### src/rtl/cph_pkg.sv
package cph_pkg;

   typedef enum logic [2:0] {
      OP_LOAD      = 3'd0,
      OP_STORE     = 3'd1,
      OP_MOVE_TO   = 3'd2,
      OP_MOVE_FROM = 3'd3,
      OP_DATA      = 3'd4
   } cph_op_e;

   typedef enum logic [2:0] {
      PH_NONE  = 3'd0,
      PH_FIRST = 3'd1,
      PH_BUSY  = 3'd2,
      PH_INTR  = 3'd3,
      PH_XFER  = 3'd4,
      PH_DATA  = 3'd5
   } cph_phase_e;

   typedef enum logic [1:0] {
      RS_READY = 2'd0,
      RS_BUSY  = 2'd1,
      RS_CANT  = 2'd2,
      RS_INC   = 2'd3
   } cph_resp_e;

   typedef enum logic [1:0] {
      IK_RESET  = 2'd0,
      IK_FAST   = 2'd1,
      IK_NORMAL = 2'd2
   } cph_kind_e;

   typedef enum logic [3:0] {
      S_IDLE, S_DENY, S_FIRST, S_WAIT, S_BUSYPH, S_INTR, S_FAIL,
      S_XFER, S_LDATA, S_SDATA, S_CCYC, S_ICYC, S_END
   } cph_state_e;

endpackage

### src/rtl/cph_irq_arb.sv
module cph_irq_arb
   import cph_pkg::*;
(
   input  logic      clk,
   input  logic      rst_n,
   input  logic      exc_pending,
   input  logic      rst_req_n,
   input  logic      fiq_n,
   input  logic      irq_n,
   input  logic      fiq_mask,
   input  logic      irq_mask,
   output logic      take,
   output cph_kind_e kind
);

   logic want_rst, want_fiq, want_irq;

   assign want_rst = !rst_req_n;
   assign want_fiq = !fiq_n && !fiq_mask;
   assign want_irq = !irq_n && !irq_mask;

   always_comb begin
      take = 1'b0;
      kind = IK_NORMAL;
      if (exc_pending) begin
         if (want_rst) begin
            take = 1'b1;
            kind = IK_RESET;
         end else if (want_fiq) begin
            take = 1'b1;
            kind = IK_FAST;
         end else if (want_irq) begin
            take = 1'b1;
            kind = IK_NORMAL;
         end
      end
   end

   // no request is granted unless the pending gate is open
   assert_take_gated_R5: assert property (@(posedge clk) disable iff (!rst_n)
      take |-> exc_pending);

endmodule

### src/rtl/cph_addr_gen.sv
module cph_addr_gen #(
   parameter int ADDR_W     = 32,
   parameter int STEP_BYTES = 4,
   parameter bit ALIGN_BASE = 1'b1
) (
   input  logic              clk,
   input  logic              rst_n,
   input  logic              load,
   input  logic [ADDR_W-1:0] base,
   input  logic              step,
   output logic [ADDR_W-1:0] addr
);

   localparam int LSB_W = $clog2(STEP_BYTES);
   localparam logic [ADDR_W-1:0] STEP = ADDR_W'(STEP_BYTES);

   if (STEP_BYTES < 2 || (STEP_BYTES & (STEP_BYTES - 1)) != 0) begin : g_bad_step
      $error("cph_addr_gen: STEP_BYTES must be a power of two of at least 2");
   end
   if (ADDR_W <= LSB_W) begin : g_bad_width
      $error("cph_addr_gen: ADDR_W too small for STEP_BYTES");
   end

   logic [ADDR_W-1:0] base_eff;

   if (ALIGN_BASE) begin : g_align
      assign base_eff = {base[ADDR_W-1:LSB_W], {LSB_W{1'b0}}};
   end else begin : g_raw
      assign base_eff = base;
   end

   always_ff @(posedge clk or negedge rst_n) begin
      if (!rst_n)
         addr <= '0;
      else if (load)
         addr <= base_eff;
      else if (step)
         addr <= addr + STEP;
   end

   // every accepted continuation moves exactly one word forward
   assert_addr_step_R7: assert property (@(posedge clk) disable iff (!rst_n)
      (step && !load) |=> (addr == $past(addr) + STEP));

endmodule

### src/rtl/cop_handshake_seq.sv
module cop_handshake_seq
   import cph_pkg::*;
#(
   parameter int ADDR_W = 32,
   parameter int DATA_W = 32,
   parameter int NUM_CP = 16,
   parameter int CC_W   = 4,
   parameter int CPN_W  = $clog2(NUM_CP)
) (
   input  logic              clk,
   input  logic              rst_n,
   input  logic              start,
   input  logic [2:0]        op_sel,
   input  logic [CPN_W-1:0]  cp_num,
   input  logic              wb_en,
   input  logic [ADDR_W-1:0] base_addr,
   input  logic [DATA_W-1:0] src_data,
   input  logic [CC_W-1:0]   cc_flags,
   input  logic [NUM_CP-1:0] cp_allow,
   input  logic              exc_pending,
   input  logic              rst_req_n,
   input  logic              fiq_n,
   input  logic              irq_n,
   input  logic              fiq_mask,
   input  logic              irq_mask,
   output logic [2:0]        cp_phase,
   input  logic [1:0]        cp_resp,
   output logic [DATA_W-1:0] cp_wdata,
   input  logic [DATA_W-1:0] cp_rdata,
   output logic              mem_req,
   output logic              mem_we,
   output logic [ADDR_W-1:0] mem_addr,
   output logic [DATA_W-1:0] mem_wdata,
   input  logic [DATA_W-1:0] mem_rdata,
   input  logic              mem_abort,
   output logic              busy,
   output logic              done,
   output logic              undef_exc,
   output logic              cp_abort,
   output logic              data_abort,
   output logic              irq_take,
   output logic [1:0]        irq_kind,
   output logic              base_wb,
   output logic              icycle,
   output logic              ccycle,
   output logic [DATA_W-1:0] result,
   output logic              result_valid
);

   localparam int WORD_BYTES = DATA_W / 8;
   localparam int PAD_W      = DATA_W - CC_W;

   if (NUM_CP < 2 || (1 << CPN_W) != NUM_CP) begin : g_bad_cp
      $error("cop_handshake_seq: NUM_CP must be a power of two of at least 2");
   end
   if (DATA_W % 8 != 0 || DATA_W <= CC_W) begin : g_bad_data
      $error("cop_handshake_seq: DATA_W must be whole bytes and wider than CC_W");
   end

   cph_state_e st, nxt, accept_nxt;
   cph_op_e    op_q;
   cph_resp_e  resp;
   cph_kind_e  kind_w, kind_q;
   logic       take_w;
   logic       wb_q, first_q, abort_q;
   logic [DATA_W-1:0] src_q, result_q;
   logic       addr_load, addr_step, handshake;

   assign resp      = cph_resp_e'(cp_resp);
   assign handshake = (st == S_FIRST) || (st == S_BUSYPH);

   cph_irq_arb u_arb (
      .clk         (clk),
      .rst_n       (rst_n),
      .exc_pending (exc_pending),
      .rst_req_n   (rst_req_n),
      .fiq_n       (fiq_n),
      .irq_n       (irq_n),
      .fiq_mask    (fiq_mask),
      .irq_mask    (irq_mask),
      .take        (take_w),
      .kind        (kind_w)
   );

   assign addr_load = (st == S_IDLE) && start;
   assign addr_step = mem_req && (resp == RS_INC);

   cph_addr_gen #(
      .ADDR_W     (ADDR_W),
      .STEP_BYTES (WORD_BYTES),
      .ALIGN_BASE (1'b1)
   ) u_addr (
      .clk   (clk),
      .rst_n (rst_n),
      .load  (addr_load),
      .base  (base_addr),
      .step  (addr_step),
      .addr  (mem_addr)
   );

   // where an accepting answer leads, per operation
   always_comb begin
      unique case (op_q)
         OP_LOAD:      accept_nxt = S_XFER;
         OP_STORE:     accept_nxt = S_SDATA;
         OP_MOVE_TO,
         OP_MOVE_FROM: accept_nxt = S_CCYC;
         default:      accept_nxt = S_END;
      endcase
   end

   always_comb begin
      nxt = st;
      unique case (st)
         S_IDLE:   if (start) nxt = cp_allow[cp_num] ? S_FIRST : S_DENY;
         S_FIRST,
         S_BUSYPH: begin
            if (resp == RS_BUSY)      nxt = S_WAIT;
            else if (resp == RS_CANT) nxt = S_FAIL;
            else                      nxt = accept_nxt;
         end
         S_WAIT:   nxt = take_w ? S_INTR : S_BUSYPH;
         S_XFER:   nxt = S_LDATA;
         S_LDATA,
         S_SDATA:  nxt = (resp == RS_INC) ? st : S_END;
         S_CCYC:   nxt = (op_q == OP_MOVE_FROM) ? S_ICYC : S_END;
         S_ICYC:   nxt = S_END;
         default:  nxt = S_IDLE;
      endcase
   end

   always_ff @(posedge clk or negedge rst_n) begin
      if (!rst_n) begin
         st       <= S_IDLE;
         op_q     <= OP_DATA;
         wb_q     <= 1'b0;
         first_q  <= 1'b0;
         abort_q  <= 1'b0;
         src_q    <= '0;
         result_q <= '0;
         kind_q   <= IK_RESET;
      end else begin
         st <= nxt;
         if (addr_load) begin
            op_q    <= cph_op_e'(op_sel);
            wb_q    <= wb_en;
            src_q   <= src_data;
            first_q <= 1'b1;
            abort_q <= 1'b0;
         end
         if (mem_req) begin
            first_q <= 1'b0;
            if (mem_abort) abort_q <= 1'b1;
         end
         if (handshake && op_q == OP_MOVE_FROM &&
             (resp == RS_READY || resp == RS_INC))
            result_q <= cp_rdata;
         if (st == S_WAIT && take_w)
            kind_q <= kind_w;
      end
   end

   // phase and strobe decode
   always_comb begin
      unique case (st)
         S_FIRST:         cp_phase = PH_FIRST;
         S_BUSYPH:        cp_phase = PH_BUSY;
         S_INTR:          cp_phase = PH_INTR;
         S_XFER:          cp_phase = PH_XFER;
         S_LDATA, S_SDATA: cp_phase = PH_DATA;
         default:         cp_phase = PH_NONE;
      endcase
   end

   always_comb begin
      if (st == S_LDATA)
         cp_wdata = mem_rdata;
      else if (handshake && op_q == OP_MOVE_TO)
         cp_wdata = src_q;
      else
         cp_wdata = '0;
   end

   assign busy       = (st != S_IDLE);
   assign mem_req    = (st == S_LDATA) || (st == S_SDATA);
   assign mem_we     = (st == S_SDATA);
   assign mem_wdata  = (st == S_SDATA) ? cp_rdata : '0;
   assign base_wb    = mem_req && first_q && wb_q;
   assign icycle     = (st == S_WAIT) || (st == S_ICYC);
   assign ccycle     = (st == S_CCYC);
   assign done       = (st == S_DENY) || (st == S_INTR) ||
                       (st == S_FAIL) || (st == S_END);
   assign undef_exc  = (st == S_DENY) ||
                       ((st == S_FAIL) && op_q != OP_LOAD && op_q != OP_STORE);
   assign cp_abort   = (st == S_FAIL) && (op_q == OP_LOAD || op_q == OP_STORE);
   assign data_abort = (st == S_END) && abort_q;
   assign irq_take   = (st == S_INTR);
   assign irq_kind   = kind_q;
   assign result_valid = ((st == S_END) || (st == S_FAIL)) && op_q == OP_MOVE_FROM;
   assign result     = (st == S_FAIL) ? {cc_flags, {PAD_W{1'b0}}} : result_q;

   // a first phase appears only right after an accepted start
   assert_first_follows_start_R2: assert property (@(posedge clk) disable iff (!rst_n)
      (cp_phase == PH_FIRST) |-> $past(start && !busy));

   // a busy phase is always preceded by a quiet idle cycle
   assert_busy_after_idle_R3: assert property (@(posedge clk) disable iff (!rst_n)
      (cp_phase == PH_BUSY) |-> $past(icycle && cp_phase == PH_NONE));

   // abandonment happens only out of an idle cycle and ends the operation
   assert_intr_after_idle_R4: assert property (@(posedge clk) disable iff (!rst_n)
      irq_take |-> ($past(icycle) && done));

   // at most one kind of ending is reported
   assert_one_outcome_R6: assert property (@(posedge clk) disable iff (!rst_n)
      $countones({undef_exc, cp_abort, data_abort, irq_take}) <= 1);

   // writeback strobe never repeats in the next cycle
   assert_wb_single_R9: assert property (@(posedge clk) disable iff (!rst_n)
      base_wb |=> !base_wb);

   // every done returns the block to idle
   assert_done_releases_R12: assert property (@(posedge clk) disable iff (!rst_n)
      done |=> !busy);

   // a deferred abort is reported only with the final done
   assert_abort_at_end_R13: assert property (@(posedge clk) disable iff (!rst_n)
      data_abort |-> (done && $past(busy)));

endmodule

### config.mk
export PLATFORM = sky130hd
export DESIGN_NAME = cop_handshake_seq
export DESIGN_NICKNAME = d
export VERILOG_FILES = /design/src/rtl/cph_pkg.sv /design/src/rtl/cph_irq_arb.sv /design/src/rtl/cph_addr_gen.sv /design/src/rtl/cop_handshake_seq.sv
export SDC_FILE = /design/constraint.sdc
export NUM_CORES = 1
export LEC_CHECK = 0
export BUFFER_PORTS_ARGS = -buffer_cell sky130_fd_sc_hd__clkbuf_2
export CAP_MARGIN = 20
export CORE_ASPECT_RATIO = 0.8
export CORE_MARGIN = 5
export CORE_UTILIZATION = 25
export DETAILED_ROUTE_END_ITERATION = 6
export GPL_TIMING_DRIVEN = 0
export REMOVE_ABC_BUFFERS = 1
export SLEW_MARGIN = 20
export SYNTH_ARGS = -nofsm -noshare
export SYNTH_HDL_FRONTEND = slang
export SYNTH_SLANG_ARGS = --single-unit
### constraint.sdc
create_clock -name clk -period 2.97 [get_ports clk]
set_clock_uncertainty 0.05 [all_clocks]
set_input_delay 0.594 -clock clk [delete_from_list [all_inputs] [get_ports clk]]
set_output_delay 0.594 -clock clk [all_outputs]
set_load 0.02 [all_outputs]
==> implementation parameters <==
Parameter                              Value

Outcome
  Run status    finished, final reports clean

Routing
  Routed Wire Length    19400 um
  Via count    5605
  Drt first pass iters    4
  Number of DRC markers after the initial detailed-route iteration    184
  Remaining routing DRC violations    0
  Count of antenna-violating nets left after detailed routing    0
  Routed vias/inst    4.45
  Routed wire per std cell    15.4 um

Logic synthesis
  Combinational family with the most area after synthesis    simple AND/OR/NAND/NOR gates
  Number of distinct library cell variants in the gate-level netlist after synthesis    54
  Synthesized-area fraction occupied by adder cells    0.843%
  Synth Register Bits    106
  Top cells by count, synth    nand2_1 (153), dfrtp_1 (105), mux2_2 (38)
  Synth Area in Compound Gates    10.3%
  Primary flip-flop cell chosen by synthesis mapping    dfrtp_1
  Mean post-synth cell area    9.31 sq um
  Synth Area in XOR/XNOR    3.84%
  Share of synthesized cell area in and, or, nand and nor gates    27.0%
  Number of warnings reported in the yosys synthesis log    0
  Mux contribution to synthesized area    9.06%
  Share of the synthesized area in the top cell type    44.3%
  Share of synthesized area occupied by flip-flops and latches    44.7%
  Cells after synthesis    638
  Total standard cell area after synthesis    5940 sq um
  Count leader, synth    nand2_1
  Number of synthesized flops with an enable pin    0
  Dominant cell type by area after synthesis    dfrtp_1
  Proportion of register bits with asynchronous set or reset after synthesis    100%
  Dominant cells by area after synthesis    dfrtp_1 (44%), nand2_1 (9.7%), mux2_2 (7.2%)

CTS
  Clock Path Buffers    2
  Total clock sinks    106
  Hold Buf Count CTS    0
  Clock Tree Root    clkbuf_16
  Number of levels in the clock H-tree    3
  Clock insertion delay at the later pin of the skew report    0.35 ns
  Clk slew on worst S/H paths    0.08 ns
  Clock tree from TritonCTS    built
  Number of CTS-inserted buffers    9

STA
  Final critical-path share of the clock period    97.3%
  Clock period minus worst slack    2.89 ns
  RSZ-0062 raised after global routing    no
  Total count of hold-check failures in the final report    0
  Worst Max-Slew Pin Slew    0.659 ns
  Slew HR    56.0%
  Worst-case hold slack    0.127 ns
  Final setup margin    0.0804 ns
  Final setup violation count    0
  Setup TNS Final    0 ns
  Final max-slew violation count    0
  Peak clock frequency supported by timing    346 MHz

Power
  P_leak    4.31 nW
  Power Dens Cells    874 nW/um^2
  Final Total Pwr    7.25 mW
  Max IR drop VDD    0.000396 V

Setup path
  Worst setup path class    reg2out
  CP arrival    2.25 ns
  Startpoint type of the worst setup path    flip-flop
  Timing startpoint of the critical path    st[1]
  Required arrival time at the worst endpoint    2.33 ns
  Highest fanout seen on the critical path    7
  Setup crit end    cp_wdata[16]
  Crit Reg-Reg Endpoint    u_addr.addr[14]
  Worst Setup End Kind    output pin
  R2r startpoint    st[0]
  Number of cells on the worst reg-to-reg path    5
  Reg-to-reg setup timing slack    0.57 ns

Layout
  P&R area growth vs syn    39.7%
  Count of filler cells inserted in the layout    2451
  Net total in the final layout    1114
  Final Cell Area    8290 sq um
  Fraction of final layout cells with drive strength greater than 1    43.8%
  # diodes    0

Floorplan
  Initial core utilization    25.4%
  Die X    182 um
  Row count    50
  Placeable Area    23400 sq um
  IO Count    313
  Die ar.    26900 sq um
  Height of the die    148 um

Placement
  Quantity of I/O buffers inserted on ports    308
  Worst-case setup slack after placement    0.0334 ns
  Placed cell area    7800 sq um
  Hpwl dp    14800 um
  Final RePlAce weighted congestion    0.824

Global route
  Maximum number of pins on one net before global-route repair    70
  Antenna violations before repair    2
  GRT Residual Overflow    0
  Number of global-route vias before repair    5679
  Global-route wire length before repair    30600 um
  Global router's overall resource usage    14.0%

Hold path
  Class of the most critical hold timing path    in2async

Run
  Count of maximum capacitance violations    0
logic make-up after synthesis:
family          Yosys count
buf+inv                  52
fa+ha+maj                 4
compound gates           88
flops                   106
other cells               1
xor+xnor                 26
simple gates            317
mux                      44
cell usage in the layout (no fill, tap or decap), types with 6 or more instances in the layout:
cell type  instances
nand2_1          153
and2b_1            6
nand3_1           14
dfrtp_1          101
inv_1              9
and2_1            32
xnor2_1           18
nor2b_1           24
nor3_1            14
mux2_2            38
nor2_1            27
clkbuf_16          9
a22o_1            33
o21ai_0           32
buf_4             20
xor2_1             8
and3_1            10
nand4_1            9
clkbuf_2         304
per-stage QoR:
| stage | cells | util [%] |
|---|---|---|
| floorplan | 596 | - |
| global placement | 1216 | 32.7 |
| detailed placement | 1223 | 33.3 |
| CTS | 1253 | 35.2 |
| global route | 1259 | 35.4 |
| finish | 1259 | 35.4 |
final cells by class:
cell class / count / area [sq um] / share of cell area, %
tap: 312 / 390 / 4.71
inverter: 9 / 33.8 / 0.407
clock buffer: 9 / 225 / 2.72
timing repair buffer: 335 / 1820 / 22.0
sequential: 106 / 2660 / 32.1
clock inverter: 7 / 92.6 / 1.12
multi-input combinational: 481 / 3070 / 37.0
flip-flops by register name, summed over array words and instances (netlist names):
| signal | flops |
|---|---|
| abort_q | 1 |
| result_q | 32 |
| src_q | 32 |
| wb_q | 1 |
| first_q | 1 |
| op_q | 3 |
| st | 4 |
| u_addr.addr | 30 |
| irq_kind | 2 |
worst min path at each step:
stage | start | to | slack, ns
finish | rst_n | irq_kind[1] | 0.13
global placement | irq_kind[0] | irq_kind[0] | 0.41
detailed placement | src_q[13] | src_q[13] | 0.41
CTS | rst_n | irq_kind[1] | 0.13
global route | rst_n | irq_kind[1] | 0.15
floorplan | rst_n | abort_q | 0.25
per-layer routing:
layer  GRT usage [%]  wire, um
met4            3.41       312
met3            4.77      1690
met1            18.1      8410
met2            22.6      8940
met5               0        27
power by group:
group	internal (mW)	leakage [nW]	switching (mW)
clock	0.678	0.149	0.619
sequential	2.03	1.34	0.508
combinational	1.36	2.83	2.06
total	4.07	4.31	3.18
critical path, stage by stage, from the launching register on:
cell,delay [ns]
dfrtp_2,0.45
xnor2_1,0.15
or3_4,0.35
nor4b_4,0.27
buf_6,0.18
buf_4,0.15
a22o_1,0.16
buf_2,0.17
what timing repair did:
action                     CTS  global route
setup endpoints to repair   98            49
setup buffers               14             6
gates resized for setup      6             7
pin swaps                    0             1
hold endpoints to repair     0             0
(Power assumes the default switching activity.)
